`config.mk`:
```
export PLATFORM = sky130hd
export DESIGN_NAME = pario_unit
export DESIGN_NICKNAME = d
export VERILOG_FILES = /design/src/rtl/ppio_pkg.sv /design/src/rtl/ppio_bus_decode.sv /design/src/rtl/ppio_ctrl_reg.sv /design/src/rtl/ppio_latch.sv /design/src/rtl/pario_unit.sv
export SDC_FILE = /design/constraint.sdc
export NUM_CORES = 1
export LEC_CHECK = 0
export BUFFER_PORTS_ARGS = -buffer_cell sky130_fd_sc_hd__buf_2
export CELL_PAD_IN_SITES_DETAIL_PLACEMENT = 1
export CELL_PAD_IN_SITES_GLOBAL_PLACEMENT = 1
export CORE_UTILIZATION = 25
export CTS_CLUSTER_SIZE = 14
export DETAILED_ROUTE_END_ITERATION = 10
export PLACE_DENSITY = 0.59
export SYNTH_ARGS = -nofsm -noshare
export SYNTH_HDL_FRONTEND = slang
export SYNTH_SLANG_ARGS = --single-unit
```
`constraint.sdc`:
```
create_clock -name clk -period 2.3 [get_ports clk]
set_input_delay 0.46 -clock clk [delete_from_list [all_inputs] [get_ports clk]]
set_output_delay 0.46 -clock clk [all_outputs]
set_load 0.01 [all_outputs]
```
`src/rtl/ppio_pkg.sv`:
```
package ppio_pkg;
  localparam int unsigned DW  = 8;
  localparam int unsigned NIB = DW / 2;
  localparam logic [DW-1:0] MODE_AT_RESET = 8'h9B;

  typedef enum logic [1:0] {SEL_A = 2'd0, SEL_B = 2'd1, SEL_C = 2'd2, SEL_CTRL = 2'd3} sel_e;

  typedef struct packed {
    logic a_in;
    logic cu_in;
    logic b_in;
    logic cl_in;
  } dirs_t;

  function automatic dirs_t dirs_of(input logic [DW-1:0] w);
    dirs_t d;
    d.a_in  = w[4];
    d.cu_in = w[3];
    d.b_in  = w[1];
    d.cl_in = w[0];
    return d;
  endfunction

  function automatic logic [DW-1:0] pick_half(input logic is_in, input logic [DW-1:0] pins,
                                              input logic [DW-1:0] lat);
    return is_in ? pins : lat;
  endfunction
endpackage

```
`src/rtl/ppio_bus_decode.sv`:
```
module ppio_bus_decode
  import ppio_pkg::*;
(
  input  logic       cs_n,
  input  logic       rd_n,
  input  logic       wr_n,
  input  logic [1:0] addr,
  input  logic       fmt_bit,
  output logic       wr_a,
  output logic       wr_b,
  output logic       wr_c,
  output logic       wr_mode,
  output logic       wr_bsr,
  output logic       rd_en
);
  logic wr_any;
  sel_e sel;

  assign sel    = sel_e'(addr);
  assign wr_any = !cs_n && !wr_n;
  assign rd_en  = !cs_n && !rd_n;

  always_comb begin
    wr_a    = 1'b0;
    wr_b    = 1'b0;
    wr_c    = 1'b0;
    wr_mode = 1'b0;
    wr_bsr  = 1'b0;
    if (wr_any) begin
      unique case (sel)
        SEL_A:    wr_a = 1'b1;
        SEL_B:    wr_b = 1'b1;
        SEL_C:    wr_c = 1'b1;
        SEL_CTRL: begin
          wr_mode = fmt_bit;
          wr_bsr  = !fmt_bit;
        end
        default: ;
      endcase
    end
  end

  always_comb begin
    assert_one_target_R2: assert ($countones({wr_a, wr_b, wr_c, wr_mode, wr_bsr}) <= 1)
      else $error("more than one write target");
  end
endmodule

```
`src/rtl/ppio_ctrl_reg.sv`:
```
module ppio_ctrl_reg
  import ppio_pkg::*;
(
  input  logic          clk,
  input  logic          rst,
  input  logic          wr_mode,
  input  logic          wr_bsr,
  input  logic [DW-1:0] din,
  output logic [DW-1:0] mode_q,
  output dirs_t         dirs
);
  always_ff @(posedge clk or posedge rst) begin
    if (rst)          mode_q <= MODE_AT_RESET;
    else if (wr_mode) mode_q <= din;
  end

  assign dirs = dirs_of(mode_q);

  assert_bsr_keeps_mode_R8: assert property (@(posedge clk) disable iff (rst)
    wr_bsr |=> $stable(mode_q)) else $error("bit write altered mode");

  assert_mode_loads_R5: assert property (@(posedge clk) disable iff (rst)
    wr_mode |=> mode_q == $past(din)) else $error("mode word not captured");
endmodule

```
`src/rtl/ppio_latch.sv`:
```
module ppio_latch #(
  parameter int unsigned W   = 8,
  parameter int unsigned LSB = 0
) (
  input  logic         clk,
  input  logic         rst,
  input  logic         clr,
  input  logic         wr_full,
  input  logic [W-1:0] wdata,
  input  logic         bsr_en,
  input  logic [2:0]   bsr_idx,
  input  logic         bsr_val,
  output logic [W-1:0] q
);
  logic [W-1:0] bit_hit;

  for (genvar i = 0; i < W; i++) begin : g_bit
    assign bit_hit[i] = bsr_en && (32'(bsr_idx) == LSB + i);
    always_ff @(posedge clk or posedge rst) begin
      if (rst)             q[i] <= 1'b0;
      else if (clr)        q[i] <= 1'b0;
      else if (wr_full)    q[i] <= wdata[i];
      else if (bit_hit[i]) q[i] <= bsr_val;
    end
  end

  assert_clear_on_mode_R9: assert property (@(posedge clk) disable iff (rst)
    clr |=> q == '0) else $error("latch not cleared");

  assert_idle_hold_R2: assert property (@(posedge clk) disable iff (rst)
    !(clr || wr_full || bsr_en) |=> $stable(q)) else $error("latch moved while idle");
endmodule

```
`src/rtl/pario_unit.sv`:
```
module pario_unit
  import ppio_pkg::*;
(
  input  logic          clk,
  input  logic          rst,
  input  logic          cs_n,
  input  logic          rd_n,
  input  logic          wr_n,
  input  logic [1:0]    addr,
  input  logic [DW-1:0] din,
  output logic [DW-1:0] dout,
  input  logic [DW-1:0] pa_in,
  output logic [DW-1:0] pa_out,
  output logic [DW-1:0] pa_oe,
  input  logic [DW-1:0] pb_in,
  output logic [DW-1:0] pb_out,
  output logic [DW-1:0] pb_oe,
  input  logic [DW-1:0] pc_in,
  output logic [DW-1:0] pc_out,
  output logic [DW-1:0] pc_oe
);
  logic wr_a, wr_b, wr_c, wr_mode, wr_bsr, rd_en;
  logic [DW-1:0] mode_q;
  dirs_t dirs;
  logic [NIB-1:0] lat_cu, lat_cl;
  logic [DW-1:0] rd_mux;

  ppio_bus_decode u_dec (
    .cs_n(cs_n), .rd_n(rd_n), .wr_n(wr_n), .addr(addr), .fmt_bit(din[DW-1]),
    .wr_a(wr_a), .wr_b(wr_b), .wr_c(wr_c), .wr_mode(wr_mode), .wr_bsr(wr_bsr),
    .rd_en(rd_en)
  );

  ppio_ctrl_reg u_ctrl (
    .clk(clk), .rst(rst), .wr_mode(wr_mode), .wr_bsr(wr_bsr), .din(din),
    .mode_q(mode_q), .dirs(dirs)
  );

  ppio_latch #(.W(DW), .LSB(0)) u_la (
    .clk(clk), .rst(rst), .clr(wr_mode), .wr_full(wr_a), .wdata(din),
    .bsr_en(1'b0), .bsr_idx(din[3:1]), .bsr_val(din[0]), .q(pa_out)
  );

  ppio_latch #(.W(DW), .LSB(0)) u_lb (
    .clk(clk), .rst(rst), .clr(wr_mode), .wr_full(wr_b), .wdata(din),
    .bsr_en(1'b0), .bsr_idx(din[3:1]), .bsr_val(din[0]), .q(pb_out)
  );

  ppio_latch #(.W(NIB), .LSB(NIB)) u_lcu (
    .clk(clk), .rst(rst), .clr(wr_mode), .wr_full(wr_c), .wdata(din[DW-1:NIB]),
    .bsr_en(wr_bsr), .bsr_idx(din[3:1]), .bsr_val(din[0]), .q(lat_cu)
  );

  ppio_latch #(.W(NIB), .LSB(0)) u_lcl (
    .clk(clk), .rst(rst), .clr(wr_mode), .wr_full(wr_c), .wdata(din[NIB-1:0]),
    .bsr_en(wr_bsr), .bsr_idx(din[3:1]), .bsr_val(din[0]), .q(lat_cl)
  );

  assign pc_out = {lat_cu, lat_cl};
  assign pa_oe  = {DW{!dirs.a_in}};
  assign pb_oe  = {DW{!dirs.b_in}};
  assign pc_oe  = {{NIB{!dirs.cu_in}}, {NIB{!dirs.cl_in}}};

  always_comb begin
    unique case (sel_e'(addr))
      SEL_A:    rd_mux = pick_half(dirs.a_in, pa_in, pa_out);
      SEL_B:    rd_mux = pick_half(dirs.b_in, pb_in, pb_out);
      SEL_C:    rd_mux = {pick_half(dirs.cu_in, pc_in, pc_out)[DW-1:NIB],
                          pick_half(dirs.cl_in, pc_in, pc_out)[NIB-1:0]};
      SEL_CTRL: rd_mux = mode_q;
      default:  rd_mux = '0;
    endcase
  end

  assign dout = rd_en ? rd_mux : '0;

  assert_bsr_spares_ab_R7: assert property (@(posedge clk) disable iff (rst)
    wr_bsr |=> $stable(pa_out) && $stable(pb_out)) else $error("bit write touched A/B");

  assert_bsr_target_R7: assert property (@(posedge clk) disable iff (rst)
    wr_bsr |=> pc_out[$past(din[3:1])] == $past(din[0])) else $error("bit write missed");

  assert_bsr_keeps_dir_R8: assert property (@(posedge clk) disable iff (rst)
    wr_bsr |=> $stable(pc_oe) && $stable(pa_oe) && $stable(pb_oe)) else $error("direction moved");

  assert_deselected_hold_R2: assert property (@(posedge clk) disable iff (rst)
    cs_n |=> $stable(pa_out) && $stable(pb_out) && $stable(pc_out)) else $error("write while deselected");
endmodule

```
# Word-level counts from Yosys, hierarchy flattened
# Index checks and enable logic that the tools add are counted.
[totals] regBits=32 latch_bits=0 mem_bits_rw=0 romBits=0 input_bits=39 output_inout_bits=56 elab_cells=137 n_memories=0
[op_classes] addsub=0 n_mul=0 div=0 magnitude_cmp=0 n_eq_ne=10 shifts=0 muxes=72 bitwise=0 reduce_logical=30
[ops] operator="1-bit two-way mux" count=66
[ops] operator="8-bit two-way mux" count=4
[ops] operator="8-bit one-hot mux with 4 select lines" count=1
[ops] operator="3-bit nonzero test" count=8
[ops] operator="3-bit equality test, second input constant" count=4
[ops] operator="1-bit logical AND" count=10
[ops] operator="1-bit logical NOT" count=8
[ops] operator="3-bit by 2-bit equality test with 1-bit output, second input constant" count=2
[ops] operator="2-bit equality test, second input constant" count=2
[ops] operator="4-bit two-way mux" count=1
[ops] operator="2-bit nonzero test" count=2
[ops] operator="3-bit by 1-bit equality test with 1-bit output, second input constant" count=1
[ops] operator="3-bit logical NOT" count=1
[ops] operator="2-bit by 1-bit equality test with 1-bit output, second input constant" count=1
[ops] operator="2-bit logical NOT" count=1

# Logic depth before layout (Yosys ltp)
[logic_depth] word_depth=7 mapped_depth=6 ltp_nobuf=4

# Hierarchy
# From an unflattened synthesis, not the netlist that was laid out.
[unflattened] cells_unflattened=248 hier_area_um2=2651.3
[modules_own_cells] mod="ppio_latch at u_la ..." n_inst=2 cells_each=44 area_each_um2=473.0 seq_area_each_um2=200.2
[modules_own_cells] mod="pario_unit" n_inst=1 cells_each=82 area_each_um2=755.7 seq_area_each_um2=0.0
[modules_own_cells] mod="ppio_ctrl_reg" n_inst=1 cells_each=22 area_each_um2=371.6 seq_area_each_um2=206.4
[modules_own_cells] mod="ppio_latch at u_lcl" n_inst=1 cells_each=24 area_each_um2=274.0 seq_area_each_um2=100.1
[modules_own_cells] mod="ppio_latch at u_lcu" n_inst=1 cells_each=24 area_each_um2=254.0 seq_area_each_um2=100.1
[modules_own_cells] mod="ppio_bus_decode" n_inst=1 cells_each=8 area_each_um2=50.0 seq_area_each_um2=0.0

# Worst setup path before layout
# Ideal clock, no wire load.
[synth_timing] path_kind="reg2out" startpoint="reg u_ctrl.mode_q[1]" endpoint="out dout[1]" arrival_time_ns=1.579 required_ns=1.840 path_slack_ns=0.261 stages_incl_launch_ff=5 n_path_buf=1 path_cell_list="dfstp_2 clkbuf_1 inv_1 o311a_1 o21a_1"
[synth_via] elab_chain_cells=3
[synth_rtl] item="start: declaration" line_no="ppio_ctrl_reg.sv:9" text="output logic [DW-1:0] mode_q,"
[synth_rtl] item="start signal: assignment" line_no="ppio_ctrl_reg.sv:14" text="else if (wr_mode) mode_q <= din;"
[synth_rtl] item="8-bit two-way mux" line_no="ppio_pkg.sv:26" text="return is_in ? pins : lat;"
[synth_rtl] item="8-bit one-hot mux with 4 select lines (*)" line_no="pario_unit.sv:65" text="unique case (sel_e'(addr))"
[synth_rtl] item="8-bit two-way mux (*)" line_no="pario_unit.sv:75" text="assign dout = rd_en ? rd_mux : '0;"
[synth_rtl] item="end: declaration" line_no="pario_unit.sv:11" text="output logic [DW-1:0] dout,"
# Mark *: on every way between the ends. The rest lies on a longest branch, timed or not.

# Final worst setup path
[layout_timing] startpoint="reg u_ctrl.mode_q[4]" endpoint="out dout[3]"
[layout_via] elab_chain_cells=3
[layout_rtl] item="8-bit two-way mux" line_no="ppio_pkg.sv:26"
[layout_rtl] item="8-bit one-hot mux with 4 select lines" line_no="pario_unit.sv:65"
[layout_rtl] item="8-bit two-way mux" line_no="pario_unit.sv:75"
# No other way between the ends.

==> results.sh <==
export IMPL_drive_above_1_share_pct=48.4
export IMPL_setup_ws_ns=0.0959
export IMPL_leakage_nw=1.31
export IMPL_p_comb_share_pct=34.2
export IMPL_critPathKind="reg2out"
export IMPL_worstSetupEndpointType="output pin"
export IMPL_power_mw=2.04
export IMPL_fin_setup_tns_ns=0
export IMPL_crit_reg2reg_launch="u_ctrl.mode_q[4]"
export IMPL_cts_buffers_inserted=5
export IMPL_start_util_pct=25.9
export IMPL_internal_power_mw=1.34
export IMPL_p_sw_mw=0.696
export IMPL_synth_compound_area_share_pct=17.8
export IMPL_io_pins=95
export IMPL_synth_top_family_by_area="simple AND/OR/NAND/NOR gates"
export IMPL_cts_buffer_depth=2
export IMPL_whs_ns=0.248
export IMPL_placementRows=33
export IMPL_status="complete, no violations"
export IMPL_finalSetupViolations=0
export IMPL_overflow=0
export IMPL_dp_cells=398
export IMPL_final_net_count=342
export IMPL_syn_avg_cell_area_um2=9.37
export IMPL_r2r_end="u_ctrl.mode_q[4]"
export IMPL_grt_pass1_wl_um=11000
export IMPL_vias=2001
export IMPL_routed_wl_um=6960
export IMPL_multi_input_area_um2=1080
export IMPL_area_delta_synth_final_pct=26.1
export IMPL_ff2ff_path_depth=1
export IMPL_fin_worst_skew_ns=0
export IMPL_cts_root_buf="clkbuf_8"
export IMPL_maxCapViolations=0
export IMPL_hold_viol=0
export IMPL_max_stage_delay_ns=0.72
export IMPL_synth_area_leaders="dfrtp_1 (32%), mux2_2 (13%), buf_4 (7.0%), dfstp_2 (6.2%), nand2_1 (5.3%)"
export IMPL_path_cells="mux2_2, o22ai_1, nor2_1, buf_2"
export IMPL_synth_fa_ha_area_share_pct=0
export IMPL_synthXorXnorAreaFrac_pct=0
export IMPL_pwr_share_clk_pct=26.8
export IMPL_post_dp_cell_area_um2=2560
export IMPL_gp_congestion=0.784
export IMPL_synthMuxAreaShare_pct=15.0
export IMPL_wire_per_inst_um=17.0
export IMPL_start_kind="register"
export IMPL_die_h_um=94.4
export IMPL_yosysUniqueCellTypes=45
export IMPL_hold_path_class="in2async"
export IMPL_timing_final_crit_period_ns=2.20
export IMPL_place_ws_ns=0.317
export IMPL_yosys_area_top_type="dfrtp_1"
export IMPL_r2r_slack_ns=1.36
export IMPL_instances_no_fill=409
export IMPL_cts_sinks=32
export IMPL_yosysMostFrequentCell="nand2_1"
export IMPL_ir_drop_mv=0.212
export IMPL_htreeDepth=2
export IMPL_numPortBuffers=94
export IMPL_fin_crit_sh_pct=95.8
export IMPL_synth_area_um2=2140
export IMPL_ff_latch_area_um2=811
export IMPL_fmax_mhz=454
export IMPL_seqPwrFrac_pct=39.0
export IMPL_slew_viol_final=0
export IMPL_tightest_slew_ns=0.558
export IMPL_hpwl_um=5210
export IMPL_drtIter0Drc=37
export IMPL_grt_max_degree=33
export IMPL_ys_warn_count=0
export IMPL_synth_top_area_share_pct=31.6
export IMPL_firstDrtPassIters=4
export IMPL_ys_flop_type="dfrtp_1"
export IMPL_die_area_um2=8920
export IMPL_required_ns=1.84
export IMPL_synth_edff_count=0
export IMPL_switching_share_pct=34.2
export IMPL_yosys_register_bits=32
export IMPL_arrival_ns=1.74
export IMPL_cts_tree="built"
export IMPL_vias_per_cell=4.89
export IMPL_yosysSeqAreaShare_pct=37.8
export IMPL_grt_pass1_vias=1991
export IMPL_p_per_area_nw_per_um2=756
export IMPL_track_usage_pct=16.5
export IMPL_mappedNetlistNets=267
export IMPL_slew_headroom_pct=62.7
export IMPL_fillers=1004
export IMPL_cp_slowest_cell="dfstp_4"
export IMPL_rsz0062_at_grt="false"
export IMPL_post_route_util_pct=32.6
export IMPL_design_area_um2=2690
export IMPL_synthCells=228
export IMPL_drcViolationCount=0
export IMPL_clkTransAtPathRegs_ns=0.07
export IMPL_clkLatencyLatePin_ns=0.29
export IMPL_antenna_found_initial=0
export IMPL_path_max_fanout=13
export IMPL_die_w_um=94.4
export IMPL_ant_nets=0
export IMPL_synth_common_cells="nand2_1 (30), dfrtp_1 (27), mux2_2 (24)"
export IMPL_synth_simple_gate_area_share_pct=17.9
export IMPL_coreArea_um2=8260
export IMPL_hold_buffers=0
export IMPL_diodes=0
export IMPL_synthArstFlopShare_pct=100
==> how the worst max path moves through the flow <==
stage	from	end	slack, ns
floorplan	u_ctrl.mode_q[1]	dout[1]	0.26
CTS	u_ctrl.mode_q[4]	dout[3]	0.08
finish	u_ctrl.mode_q[4]	dout[3]	0.1
global route	u_ctrl.mode_q[4]	dout[0]	0.01
detailed placement	u_ctrl.mode_q[1]	dout[1]	0.32
global placement	u_ctrl.mode_q[1]	dout[1]	0.34
==> layout make-up <==
cell class / instances / area share, %
inverter: 8 / 1.12
tap: 105 / 4.88
sequential: 32 / 30.1
clock inverter: 2 / 1.30
clock buffer: 6 / 2.70
timing repair buffer: 102 / 19.7
multi-input combinational: 154 / 40.2
==> sequential cells by signal, indices dropped and copies added (netlist names) <==
register       flops
u_ctrl.mode_q      8
u_la.q             8
u_lb.q             8
u_lcl.q            4
u_lcu.q            4
==> cells by family (layout without fill, tap and decap cells) <==
| family | after synthesis | in the layout |
|---|---|---|
| buf+inv | 42 | 118 |
| simple gates | 70 | 70 |
| flops | 32 | 32 |
| mux | 29 | 29 |
| compound gates | 55 | 55 |
==> per-layer routing <==
layer,global-route usage [%],share of wire (%)
met4,3.85,0.88
met3,3.46,5.6
met1,21.2,45
met5,0,0
met2,28.1,49
==> cell usage in the layout, fill, tap and decap left out, types with 3 or more instances in the layout <==
cell type | synthesis | routed
o221ai_1 | 6 | 6
a211oi_1 | 4 | 4
nand2b_1 | 6 | 6
clkbuf_8 | 0 | 5
nand2_1 | 30 | 30
dfrtp_1 | 27 | 27
o22ai_1 | 8 | 8
dfstp_2 | 5 | 4
inv_1 | 8 | 8
mux2_2 | 24 | 24
mux2i_1 | 5 | 5
buf_2 | 5 | 94
a22oi_1 | 3 | 3
nor2_1 | 13 | 13
buf_4 | 20 | 8
o21ai_0 | 17 | 17
a21oi_1 | 3 | 3
==> worst max-delay path: cells and delay by family (launching register included) <==
family	cells	cell delay, ns
muxes	1	0.37
and+or+nand+nor	1	0.08
buffers and inverters	1	0.14
AOI/OAI and AO/OA	1	0.16
DFF	1	0.72
==> power by group through the flow <==
stage | Combinational [mW] | Sequential, mW | Clock [mW]
final | 0.696 | 0.795 | 0.546
after CTS | 0.711 | 0.795 | 0.559
after global placement | 0.673 | 0.812 | 0
after detailed placement | 0.681 | 0.817 | 0
after global routing | 0.779 | 0.812 | 0.581
after floorplan | 0.501 | 0.788 | 0
==> repair_timing <==
item | in CTS | in global routing
endpoints found under the setup margin | 1 | 2
setup buffers | 3 | 0
gates resized for setup | 0 | 1
(Power assumes the default switching activity.)
